<file path="config.mk">
export PLATFORM = sky130hd
export DESIGN_NAME = pcm_port
export DESIGN_NICKNAME = d
export VERILOG_FILES = /design/src/rtl/pcm_pkg.sv /design/src/rtl/pcm_sync.sv /design/src/rtl/pcm_edge_det.sv /design/src/rtl/pcm_frame_ctrl.sv /design/src/rtl/pcm_shifter.sv /design/src/rtl/pcm_port.sv
export SDC_FILE = /design/constraint.sdc
export NUM_CORES = 1
export LEC_CHECK = 0
export ABC_AREA = 0
export BUFFER_PORTS_ARGS = -buffer_cell sky130_fd_sc_hd__buf_2
export CORE_UTILIZATION = 35
export CTS_BUF_LIST = sky130_fd_sc_hd__clkbuf_4
export DETAILED_ROUTE_END_ITERATION = 7
export PLACE_DENSITY = 0.63
export SLEW_MARGIN = 10
export SYNTH_ARGS = -nofsm -noshare
export SYNTH_HDL_FRONTEND = slang
export SYNTH_SLANG_ARGS = --single-unit
</file>
<file path="constraint.sdc">
create_clock -name clk -period 2.3 [get_ports clk]
set_clock_uncertainty 0.05 [all_clocks]
set_input_delay 0.46 -clock clk [delete_from_list [all_inputs] [get_ports clk]]
set_output_delay 0.46 -clock clk [all_outputs]
set_load 0.02 [all_outputs]
</file>
<file path="src/rtl/pcm_pkg.sv">
// Shared types for the PCM serial port.
package pcm_pkg;

    typedef enum logic [1:0] {
        FR_IDLE = 2'd0,
        FR_DATA = 2'd1,
        FR_HOLD = 2'd2
    } frame_state_t;

    typedef enum logic {
        SYNC_SHORT = 1'b0,
        SYNC_LONG  = 1'b1
    } sync_mode_t;

    // Commands from the frame controller to the shifter, one cycle wide.
    typedef struct packed {
        logic start;    // load a word and launch its first bit
        logic shift;    // launch the next bit
        logic stop;     // close the data window
        logic rx_samp;  // capture one receive bit
        logic rx_last;  // this capture completes the word
    } pcm_cmd_t;

endpackage

</file>
<file path="src/rtl/pcm_sync.sv">
// Multi-stage synchronizer for a bus of asynchronous single-bit inputs.
// Assumes each bit is independent; no bus coherency is implied.
module pcm_sync #(
    parameter int N      = 3,
    parameter int STAGES = 2
) (
    input  logic         clk,
    input  logic         rst_n,
    input  logic [N-1:0] din,
    output logic [N-1:0] dout
);
    logic [N-1:0] stg [STAGES];

    genvar g;
    generate
        for (g = 0; g < STAGES; g++) begin : g_stage
            // Purpose: one flop stage of the chain.
            always_ff @(posedge clk) begin
                if (!rst_n) begin
                    stg[g] <= '0;
                end else if (g == 0) begin
                    stg[g] <= din;
                end else begin
                    stg[g] <= stg[(g == 0) ? 0 : g - 1];
                end
            end
        end
    endgenerate

    assign dout = stg[STAGES-1];
endmodule

</file>
<file path="src/rtl/pcm_edge_det.sv">
// Edge detector on a synchronized level. Produces one-cycle rise and fall
// pulses. Assumes the level stays stable for at least two cycles.
module pcm_edge_det (
    input  logic clk,
    input  logic rst_n,
    input  logic lvl_i,
    output logic rise_o,
    output logic fall_o
);
    logic prev_q;

    // Purpose: remember the previous level.
    always_ff @(posedge clk) begin
        if (!rst_n) prev_q <= 1'b0;
        else        prev_q <= lvl_i;
    end

    assign rise_o = lvl_i & ~prev_q;
    assign fall_o = ~lvl_i & prev_q;
endmodule

</file>
<file path="src/rtl/pcm_frame_ctrl.sv">
// Frame controller: sequences the data window from bit-clock edge pulses and
// the synchronized sync level, for both sync modes. It checks the minimum
// sync spacing in short mode and flags sync loss in long mode.
// Assumes rise and fall pulses never occur in the same cycle.
module pcm_frame_ctrl
    import pcm_pkg::*;
#(
    parameter int WORD_BITS = 8,
    parameter int GAP_MIN   = 8
) (
    input  logic     clk,
    input  logic     rst_n,
    input  logic     rise_i,
    input  logic     fall_i,
    input  logic     sync_i,
    input  logic     mode_long_i,
    output pcm_cmd_t cmd_o,
    output logic     err_gap_o,
    output logic     err_abort_o
);
    localparam int CNT_W = (WORD_BITS > 1) ? $clog2(WORD_BITS) : 1;
    localparam int GAP_W = $clog2(GAP_MIN + 1);
    localparam logic [CNT_W-1:0] LAST_BIT = CNT_W'(WORD_BITS - 1);
    localparam logic [GAP_W-1:0] GAP_SAT  = GAP_W'(GAP_MIN);

    frame_state_t     state_q;
    sync_mode_t       mode_q;
    logic [CNT_W-1:0] bit_cnt_q;
    logic [GAP_W-1:0] since_q;
    logic             pend_q;
    logic             samp_due_q;

    // Purpose: frame sequencing, sync checks and command generation.
    always_ff @(posedge clk) begin
        if (!rst_n) begin
            state_q     <= FR_IDLE;
            mode_q      <= SYNC_SHORT;
            bit_cnt_q   <= '0;
            since_q     <= GAP_SAT;
            pend_q      <= 1'b0;
            samp_due_q  <= 1'b0;
            cmd_o       <= '0;
            err_gap_o   <= 1'b0;
            err_abort_o <= 1'b0;
        end else begin
            cmd_o       <= '0;
            err_gap_o   <= 1'b0;
            err_abort_o <= 1'b0;

            if (state_q == FR_IDLE && !pend_q) begin
                mode_q <= sync_mode_t'(mode_long_i);
            end

            if (fall_i && samp_due_q) begin
                cmd_o.rx_samp <= 1'b1;
                cmd_o.rx_last <= (bit_cnt_q == LAST_BIT);
                samp_due_q    <= 1'b0;
            end

            if (rise_i) begin
                if (mode_q == SYNC_SHORT) begin
                    // data window sequencing
                    case (state_q)
                        FR_IDLE: begin
                            if (pend_q) begin
                                cmd_o.start <= 1'b1;
                                bit_cnt_q   <= '0;
                                samp_due_q  <= 1'b1;
                                pend_q      <= 1'b0;
                                state_q     <= FR_DATA;
                            end
                        end
                        FR_DATA: begin
                            if (bit_cnt_q == LAST_BIT) begin
                                if (pend_q) begin
                                    cmd_o.start <= 1'b1;
                                    bit_cnt_q   <= '0;
                                    samp_due_q  <= 1'b1;
                                    pend_q      <= 1'b0;
                                end else begin
                                    cmd_o.stop <= 1'b1;
                                    samp_due_q <= 1'b0;
                                    state_q    <= FR_IDLE;
                                end
                            end else begin
                                cmd_o.shift <= 1'b1;
                                bit_cnt_q   <= bit_cnt_q + 1'b1;
                                samp_due_q  <= 1'b1;
                            end
                        end
                        default: state_q <= FR_IDLE;
                    endcase
                    // sync spacing check; an accepted sync arms the next frame
                    if (sync_i && since_q >= GAP_SAT) begin
                        pend_q  <= 1'b1;
                        since_q <= GAP_W'(1);
                    end else begin
                        if (sync_i) err_gap_o <= 1'b1;
                        if (since_q < GAP_SAT) since_q <= since_q + 1'b1;
                    end
                end else begin
                    case (state_q)
                        FR_IDLE: begin
                            if (sync_i) begin
                                cmd_o.start <= 1'b1;
                                bit_cnt_q   <= '0;
                                samp_due_q  <= 1'b1;
                                state_q     <= FR_DATA;
                            end
                        end
                        FR_DATA: begin
                            if (bit_cnt_q == LAST_BIT) begin
                                cmd_o.stop <= 1'b1;
                                samp_due_q <= 1'b0;
                                state_q    <= sync_i ? FR_HOLD : FR_IDLE;
                            end else if (!sync_i) begin
                                cmd_o.stop  <= 1'b1;
                                samp_due_q  <= 1'b0;
                                err_abort_o <= 1'b1;
                                state_q     <= FR_IDLE;
                            end else begin
                                cmd_o.shift <= 1'b1;
                                bit_cnt_q   <= bit_cnt_q + 1'b1;
                                samp_due_q  <= 1'b1;
                            end
                        end
                        FR_HOLD: begin
                            if (!sync_i) state_q <= FR_IDLE;
                        end
                        default: state_q <= FR_IDLE;
                    endcase
                end
            end
        end
    end
endmodule

</file>
<file path="src/rtl/pcm_shifter.sv">
// Data path: a one-word transmit holder with a valid/ready handshake, a
// transmit shift register with its output enable, and a receive shift
// register with a one-word output buffer. It acts only on controller commands.
module pcm_shifter
    import pcm_pkg::*;
#(
    parameter int WORD_BITS = 8
) (
    input  logic                 clk,
    input  logic                 rst_n,
    input  pcm_cmd_t             cmd_i,
    input  logic                 rxd_i,
    input  logic [WORD_BITS-1:0] tx_data_i,
    input  logic                 tx_valid_i,
    output logic                 tx_ready_o,
    output logic [WORD_BITS-1:0] rx_data_o,
    output logic                 rx_valid_o,
    input  logic                 rx_ready_i,
    output logic                 txd_o,
    output logic                 txd_oe_o,
    output logic                 err_underrun_o,
    output logic                 err_overrun_o
);
    localparam logic [WORD_BITS-1:0] IDLE_WORD = '1;

    logic [WORD_BITS-1:0] hold_q;
    logic                 hold_full_q;
    logic [WORD_BITS-1:0] tx_sh_q;
    logic                 oe_q;
    logic [WORD_BITS-1:0] rx_sh_q;
    logic [WORD_BITS-1:0] rx_next;

    assign tx_ready_o = ~hold_full_q;
    assign rx_next    = {rx_sh_q[WORD_BITS-2:0], rxd_i};
    assign txd_o      = oe_q ? tx_sh_q[WORD_BITS-1] : 1'b1;
    assign txd_oe_o   = oe_q;

    // Purpose: transmit holder, shift register and output enable.
    always_ff @(posedge clk) begin
        if (!rst_n) begin
            hold_q         <= '0;
            hold_full_q    <= 1'b0;
            tx_sh_q        <= IDLE_WORD;
            oe_q           <= 1'b0;
            err_underrun_o <= 1'b0;
        end else begin
            err_underrun_o <= 1'b0;
            if (cmd_i.start) begin
                oe_q <= 1'b1;
                if (hold_full_q) begin
                    tx_sh_q     <= hold_q;
                    hold_full_q <= 1'b0;
                end else begin
                    tx_sh_q        <= IDLE_WORD;
                    err_underrun_o <= 1'b1;
                end
            end else if (cmd_i.shift) begin
                tx_sh_q <= {tx_sh_q[WORD_BITS-2:0], 1'b1};
            end
            if (cmd_i.stop) oe_q <= 1'b0;
            if (tx_valid_i && !hold_full_q) begin
                hold_q      <= tx_data_i;
                hold_full_q <= 1'b1;
            end
        end
    end

    // Purpose: receive shift register, output buffer and overrun detection.
    always_ff @(posedge clk) begin
        if (!rst_n) begin
            rx_sh_q       <= '0;
            rx_data_o     <= '0;
            rx_valid_o    <= 1'b0;
            err_overrun_o <= 1'b0;
        end else begin
            err_overrun_o <= 1'b0;
            if (cmd_i.rx_samp) rx_sh_q <= rx_next;
            if (cmd_i.rx_samp && cmd_i.rx_last) begin
                rx_data_o     <= rx_next;
                rx_valid_o    <= 1'b1;
                err_overrun_o <= rx_valid_o && !rx_ready_i;
            end else if (rx_valid_o && rx_ready_i) begin
                rx_valid_o <= 1'b0;
            end
        end
    end
endmodule

</file>
<file path="src/rtl/pcm_port.sv">
// PCM serial port top. Synchronizes the bit clock, sync and receive data into
// the system clock domain, detects bit-clock edges and connects the frame
// controller to the data path. Assumes the system clock is more than 2.5
// times the bit clock.
module pcm_port #(
    parameter int WORD_BITS   = 8,
    parameter int GAP_MIN     = 8,
    parameter int SYNC_STAGES = 2
) (
    input  logic                 clk,
    input  logic                 rst_n,
    input  logic                 bclk_i,
    input  logic                 fsync_i,
    input  logic                 rxd_i,
    input  logic                 mode_long_i,
    input  logic [WORD_BITS-1:0] tx_data_i,
    input  logic                 tx_valid_i,
    output logic                 tx_ready_o,
    output logic [WORD_BITS-1:0] rx_data_o,
    output logic                 rx_valid_o,
    input  logic                 rx_ready_i,
    output logic                 txd_o,
    output logic                 txd_oe_o,
    output logic                 err_underrun_o,
    output logic                 err_overrun_o,
    output logic                 err_gap_o,
    output logic                 err_abort_o
);
    import pcm_pkg::*;

    localparam int IN_W = 3;

    logic [IN_W-1:0] in_s;
    logic            bclk_rise;
    logic            bclk_fall;
    pcm_cmd_t        cmd;

    pcm_sync #(.N(IN_W), .STAGES(SYNC_STAGES)) u_sync (
        .clk  (clk),
        .rst_n(rst_n),
        .din  ({rxd_i, fsync_i, bclk_i}),
        .dout (in_s)
    );

    pcm_edge_det u_edge (
        .clk   (clk),
        .rst_n (rst_n),
        .lvl_i (in_s[0]),
        .rise_o(bclk_rise),
        .fall_o(bclk_fall)
    );

    pcm_frame_ctrl #(.WORD_BITS(WORD_BITS), .GAP_MIN(GAP_MIN)) u_ctrl (
        .clk        (clk),
        .rst_n      (rst_n),
        .rise_i     (bclk_rise),
        .fall_i     (bclk_fall),
        .sync_i     (in_s[1]),
        .mode_long_i(mode_long_i),
        .cmd_o      (cmd),
        .err_gap_o  (err_gap_o),
        .err_abort_o(err_abort_o)
    );

    pcm_shifter #(.WORD_BITS(WORD_BITS)) u_shift (
        .clk           (clk),
        .rst_n         (rst_n),
        .cmd_i         (cmd),
        .rxd_i         (in_s[2]),
        .tx_data_i     (tx_data_i),
        .tx_valid_i    (tx_valid_i),
        .tx_ready_o    (tx_ready_o),
        .rx_data_o     (rx_data_o),
        .rx_valid_o    (rx_valid_o),
        .rx_ready_i    (rx_ready_i),
        .txd_o         (txd_o),
        .txd_oe_o      (txd_oe_o),
        .err_underrun_o(err_underrun_o),
        .err_overrun_o (err_overrun_o)
    );
endmodule

</file>
# After elaboration in Yosys (flattened, before gate mapping)
# Memory sizes are Yosys's and may differ from the RTL's.
# Cells that the tools add are included.
[totals] mem_bits_rw=6 ff_bits=56 in_bits=16 memories=1 word_cells=136
[classes] addsub=2 bitwise_logic=11 order_cmp=2 reduce_logical=28 n_eq_ne=10 muxes=59
[mem_list] name="u_sync.stg" depth=2 word_bits=3 rd=2 rd_clocked_by_memory_dff=0 write_ports=2 line="pcm_sync.sv:12" rtl="logic [N-1:0] stg [STAGES];"
[op_table] cell="two-way mux 3 bit" n=9
[op_table] cell="two-way mux 1 bit" n=26
[op_table] cell="two-way mux 8 bit" n=3
[op_table] cell="two-way mux 2 bit" n=11
[op_table] cell="one-hot mux 3 bit (2 select lines)" n=2
[op_table] cell="AND reduction 5 bit" n=2
[op_table] cell="nonzero test 2 bit" n=5
[op_table] cell="!= test 3 x 1 -> 1 bit (second input constant)" n=3
[op_table] cell="!= test 3 bit (second input constant)" n=3
[op_table] cell="two-way mux 4 bit" n=2
[op_table] cell="one-hot mux 1 bit (2 select lines)" n=4
[op_table] cell="AND reduction 2 bit" n=4
[op_table] cell="logical AND 1 bit" n=7
[op_table] cell="inverter 1 bit" n=7
[op_table] cell="one-hot mux 2 bit (3 select lines)" n=1
[op_table] cell="OR reduction 5 bit" n=1
[op_table] cell="adder 4 x 1 -> 4 bit (second input constant)" n=1
[op_table] cell="greater-or-equal comparator 4 bit (second input constant)" n=1
[op_table] cell="less-than comparator 4 bit (second input constant)" n=1
[op_table] cell="one-hot mux 2 bit (2 select lines)" n=1
[op_table] cell="AND reduction 4 bit" n=1
[op_table] cell="OR reduction 4 bit" n=1
[op_table] cell="adder 3 x 1 -> 3 bit (second input constant)" n=1
[op_table] cell="== test 3 bit (second input constant)" n=1
[op_table] cell="other kinds (10)" n=14

# Depth between registers and ports, before layout
[logic_depth] ltp_word=8 mapped_depth=6

# Modules after synthesis
# Synthesis repeated with hierarchy kept, for this count alone.
[unflattened] hier_cells=264 area_unflattened_um2=2419.8
[modules_own_cells] module="pcm_shifter" instances=1 area_per_inst_um2=1308.8 seq_area_each_um2=720.7 cells_per_inst=146
[modules_own_cells] module="pcm_frame_ctrl" instances=1 area_per_inst_um2=914.6 seq_area_each_um2=380.4 cells_per_inst=102
[modules_own_cells] module="pcm_sync" instances=1 area_per_inst_um2=157.7 seq_area_each_um2=120.1 cells_per_inst=12
[modules_own_cells] module="pcm_edge_det" instances=1 area_per_inst_um2=38.8 seq_area_each_um2=20.0 cells_per_inst=4

# Worst setup path after synthesis
# Ideal clock, no wire load.
[synth_path] path_type="register -> register" from="register u_ctrl.bit_cnt_q[0]" to="register u_ctrl.bit_cnt_q[2]" stages_incl_launch_ff=7 slack_ns=0.725 t_arrival_ns=1.407 t_required_ns=2.133 n_path_buf=0 period_less_slack_ns=1.575 cell_sequence="dfxtp_1 ha_1 ha_1 nand2_1 a21boi_1 o31a_1 a32o_1"
[synth_between] elab_chain_cells=5
[synth_rtl] element="start: declaration" line="pcm_frame_ctrl.sv:28" rtl="logic [CNT_W-1:0] bit_cnt_q;"
[synth_rtl] element="start signal: assignment" line="pcm_frame_ctrl.sv:87" rtl="bit_cnt_q <= bit_cnt_q + 1'b1;"
[synth_rtl] element="start signal: assignment" line="pcm_frame_ctrl.sv:123" rtl="bit_cnt_q <= bit_cnt_q + 1'b1;"
[synth_rtl] element="adder 3 x 1 -> 3 bit" line="pcm_frame_ctrl.sv:87, pcm_frame_ctrl.sv:123"
[synth_rtl] element="two-way mux 3 bit" line="pcm_frame_ctrl.sv:116" rtl="end else if (!sync_i) begin"
[synth_rtl] element="two-way mux 3 bit" line="pcm_frame_ctrl.sv:112" rtl="if (bit_cnt_q == LAST_BIT) begin"
[synth_rtl] element="one-hot mux 3 bit (2 select lines)" line="pcm_frame_ctrl.sv:102" rtl="case (state_q)"
[synth_rtl] element="two-way mux 3 bit" line="pcm_frame_ctrl.sv:61" rtl="if (mode_q == SYNC_SHORT) begin"
# Parallel ways exist; a longest one is shown, timed or not. The select of a mux whose other input is x is not followed.
# A chain may end at the register's enable or synchronous reset.

# Worst setup path after layout
# Ends and elaborated chain as after synthesis.

==> results.txt <==
----------------------------------------------------
[Routing]
  Total via count after detailed routing ... 1881
  WL/cell ... 11.5 um
  Total length of routed wires ... 4.58 mm
  1st-iter DRT viols ... 58
  DRC violations left ... 0
  Detailed-routing iteration count for the pre-antenna-repair pass ... 4
  Number of routed nets with antenna violations ... 0
  Via count normalized by instance count ... 4.73

[Logic synthesis]
  Cell accounting for the most synthesized area ... dfxtp_1
  Share of flip-flops with an asynchronous set or reset ... 0%
  Primary FF master, synth ... dfxtp_1
  Synth top cells by count ... dfxtp_1 (62), nand2_1 (49), a21oi_1 (23), nor2_1 (18), mux2i_1 (13)
  Fraction of synthesized cell area taken by the top area cell type ... 50.4%
  Post-synthesis cell type count ... 47
  Largest cells by area after synthesis ... dfxtp_1 (50%), nand2_1 (7.5%), mux2i_1 (5.3%)
  Average size of a mapped cell ... 9.15 um2
  Cell with the most instances after synthesis ... dfxtp_1
  Fraction of the yosys area taken by sequential cells ... 50.4%
  Post-synthesis instance area ... 2460 um2
  Synthesized flop and latch total ... 62
  EDFF count, synth ... 0
  Post-Synthesis Net Count ... 289
  Synth Instances ... 269
  Warning count from the yosys run ... 0

[Timing]
  Post-route fraction of the period consumed by the critical path ... 74.1%
  Time the final worst path needs with I/O delays and setup ... 1700 ps
  Sum of negative setup slack ... 0 ps
  Number of failing setup endpoints in the final timing report ... 0
  Worst-case headroom to the max-slew limit ... 63.9%
  Fin. max-slew vios ... 0
  Slew at the pin with the worst max-slew slack ... 540 ps
  Final WS setup ... 596 ps
  Final hold violations ... 0
  Unrepaired setup endpoints after global routing ... false
  Highest attainable clock frequency ... 587 MHz

[Setup path]
  Cell with the biggest individual delay on the critical path ... o31a_1
  Cell occurring most often along the worst timing path ... ha_1
  Worst path top cell family by delay ... compound AO/OA/AOI/OAI gates
  Endpoint type of the worst setup path ... register
  Crit start category ... register
  Setup slack of the most critical reg-to-reg path ... 600 ps
  FF-to-FF path depth ... 6
  Worst path bufs/invs ... 0
  Maximum cell stage delay along the critical path ... 350 ps
  Critical path, cell by cell ... ha_1 > ha_1 > nand2_1 > a21boi_1 > o31a_1 > a32o_1
  Worst Path Required ... 2530 ps
  Signal arrival time at the worst endpoint ... 1940 ps
  Largest driver fanout on the critical path ... 6
  Type of the worst setup path ... reg2reg
  Reg2reg end ... u_ctrl.bit_cnt_q[2]
  Timing startpoint of the critical path ... u_ctrl.bit_cnt_q[0]
  Startpoint of the lowest-slack register-to-register path ... u_ctrl.bit_cnt_q[0]

[Finish]
  Diode count ... 0
  Nets ... 317
  P&R area growth vs syn ... 14.7%
  Layout cells sized above 1 ... 20.2%

[Pwr]
  Total power per unit cell area ... 683 nW/um2
  Clock share of power ... 38.1%
  Part of the total power dissipated in combinational logic ... 4.4%
  LEAKAGE ... 1.05 nW
  Int Pwr ... 0.00146 W
  Part of the total power dissipated in sequential elements ... 57.5%
  Net switching share of the total power ... 24.3%
  Switching power ... 0.000470 W
  Max IR drop VDD ... 0.000349 V

[GRT]
  Initial antenna violation count ... 0
  Aggregate global-route resource usage ... 13.6%
  Total gr overflow ... 0
  Global-route wire length before repair ... 7.80 mm
  Pin count of the biggest net entering global routing ... 32
  Via count of the first global-routing pass ... 1740

[Die]
  Die Y-Extent ... 85.9 um
  Initial core utilization ... 36.2%
  Die Area ... 7370 um2
  Number of core rows ... 30
  I/O pin cnt ... 32
  Core box area ... 6790 um2
  Overall die width ... 85.9 um

[Clock network]
  Clk sinks ... 62
  Clock buffer depth ... 2
  Number of levels the H-tree was split into ... 3
  Clk Tree Root Cell ... clkbuf_4
  CTS tree ... yes
  Clock transition at the registers of the reported paths ... 100 ps
  Post-cts resize count ... 0
  CTS buffer count ... 9
  Clk Latency, worst-skew pair ... 380 ps
  Post-CTS setup-driven buffer insertion count ... 0
  Hold_buf cts ... 0

[Worst hold path]
  Origin of the worst min-delay path ... fsync_i
  Hold path depth ... 2
  Min-Delay Endpoint ... u_sync.stg[0][1]
  Path class of the lowest-slack min-delay path ... in2reg

[Place]
  Post-Place Setup Slack ... 605 ps
  Routability-driven placement congestion ratio ... 0.730
  Placed wire-length estimate ... 3.17 mm
  Port buffer count ... 31

[Flow run]
  Max-cap violations ... 0

[Outcome]
  Outcome ... complete, no violations

----------------------------------------------------
==> layout by cell type (no fill, tap or decap), types with 3 or more instances in the layout <==
master    instances
mux2i_1          13
nand3b_1          4
ha_1              4
nor2b_1           6
nand2_1          49
dfxtp_1          62
o21ai_0           8
and2_1           10
a21oi_1          23
buf_2            31
nand2b_1          6
clkbuf_4          9
nor2_1           18
mux2_2            7
nor3_1            8
inv_1             3
==> power by group through the flow <==
stage               logic (W)  clock network, W  registers, W
floorplan           0.0000641                 0       0.00113
global placement    0.0000841                 0       0.00113
detailed placement  0.0000853                 0       0.00113
CTS                 0.0000856          0.000766       0.00111
global route        0.0000956          0.000807       0.00111
finish              0.0000842          0.000735       0.00111
==> per-layer routing <==
| metal | GRT usage (%) | part of all wire, % | wire [um] |
|---|---|---|---|
| met5 | 0 | 0 | 0 |
| met3 | 5.29 | 3.9 | 178 |
| met2 | 21.2 | 45 | 2090 |
| met1 | 17.3 | 49 | 2260 |
| met4 | 4.55 | 1.2 | 57 |
==> worst max-delay path by stage <==
| stage | end | slack [ps] | depth (start not counted) |
|---|---|---|---|
| floorplan | u_ctrl.bit_cnt_q[2] | 730 | 6 |
| global placement | u_ctrl.bit_cnt_q[2] | 650 | 6 |
| detailed placement | u_ctrl.bit_cnt_q[2] | 600 | 6 |
| CTS | u_ctrl.bit_cnt_q[2] | 590 | 6 |
| global route | u_ctrl.samp_due_q | 440 | 6 |
| finish | u_ctrl.bit_cnt_q[2] | 600 | 6 |
==> kinds of logic (layout without fill, tap and decap cells) <==
| family | after synthesis | count (layout) | synth area share (%) |
|---|---|---|---|
| AOI/OAI and AO/OA | 51 | 51 | 13.0 |
| adders and majority gates | 4 | 4 | 2.03 |
| buffers and inverters | 19 | 52 | 3.05 |
| DFF | 62 | 62 | 50.4 |
| muxes | 20 | 20 | 8.49 |
| and+or+nand+nor | 113 | 113 | 23.0 |
==> metrics by stage <==
step | power (W) | utilization [%] | hold WS [ps] | std cells | instance area (um2)
CTS | 0.00196 | 41.6 | 195 | 398 | 2820
global placement | 0.00122 | 39.5 | 331 | 382 | 2680
floorplan | 0.00119 | - | 323 | 269 | 2460
global route | 0.00202 | 41.6 | 187 | 398 | 2820
finish | 0.00193 | 41.6 | 220 | 398 | 2820
detailed placement | 0.00122 | 39.5 | 352 | 382 | 2680
==> registers in the layout (all words and copies together) (netlist names) <==
register and flops:
u_ctrl.mode_q 1, u_shift.err_underrun_o 1, u_shift.rx_data_o 8, u_shift.hold_q 8
u_shift.hold_full_q 1, u_shift.err_overrun_o 1, u_shift.txd_oe_o 1, u_shift.rx_valid_o 1
u_ctrl.state_q 2, u_ctrl.pend_q 1, u_shift.rx_sh_q 7, u_ctrl.since_q 4
u_ctrl.err_gap_o 1, u_edge.prev_q 1, u_ctrl.bit_cnt_q 3, u_ctrl.cmd_o 5
u_sync.stg 6, u_shift.tx_sh_q 8, u_ctrl.samp_due_q 1, u_ctrl.err_abort_o 1
==> area by class of cell <==
type / count / area, um2
clock buffer: 9 / 67.6
clock inverter: 7 / 72.6
fill: 703 / 3970
inverter: 4 / 15.0
multi-input combinational: 188 / 1140
sequential: 62 / 1240
tap: 96 / 120
timing repair buffer: 32 / 163
Power figures use the tool's default switching activity.
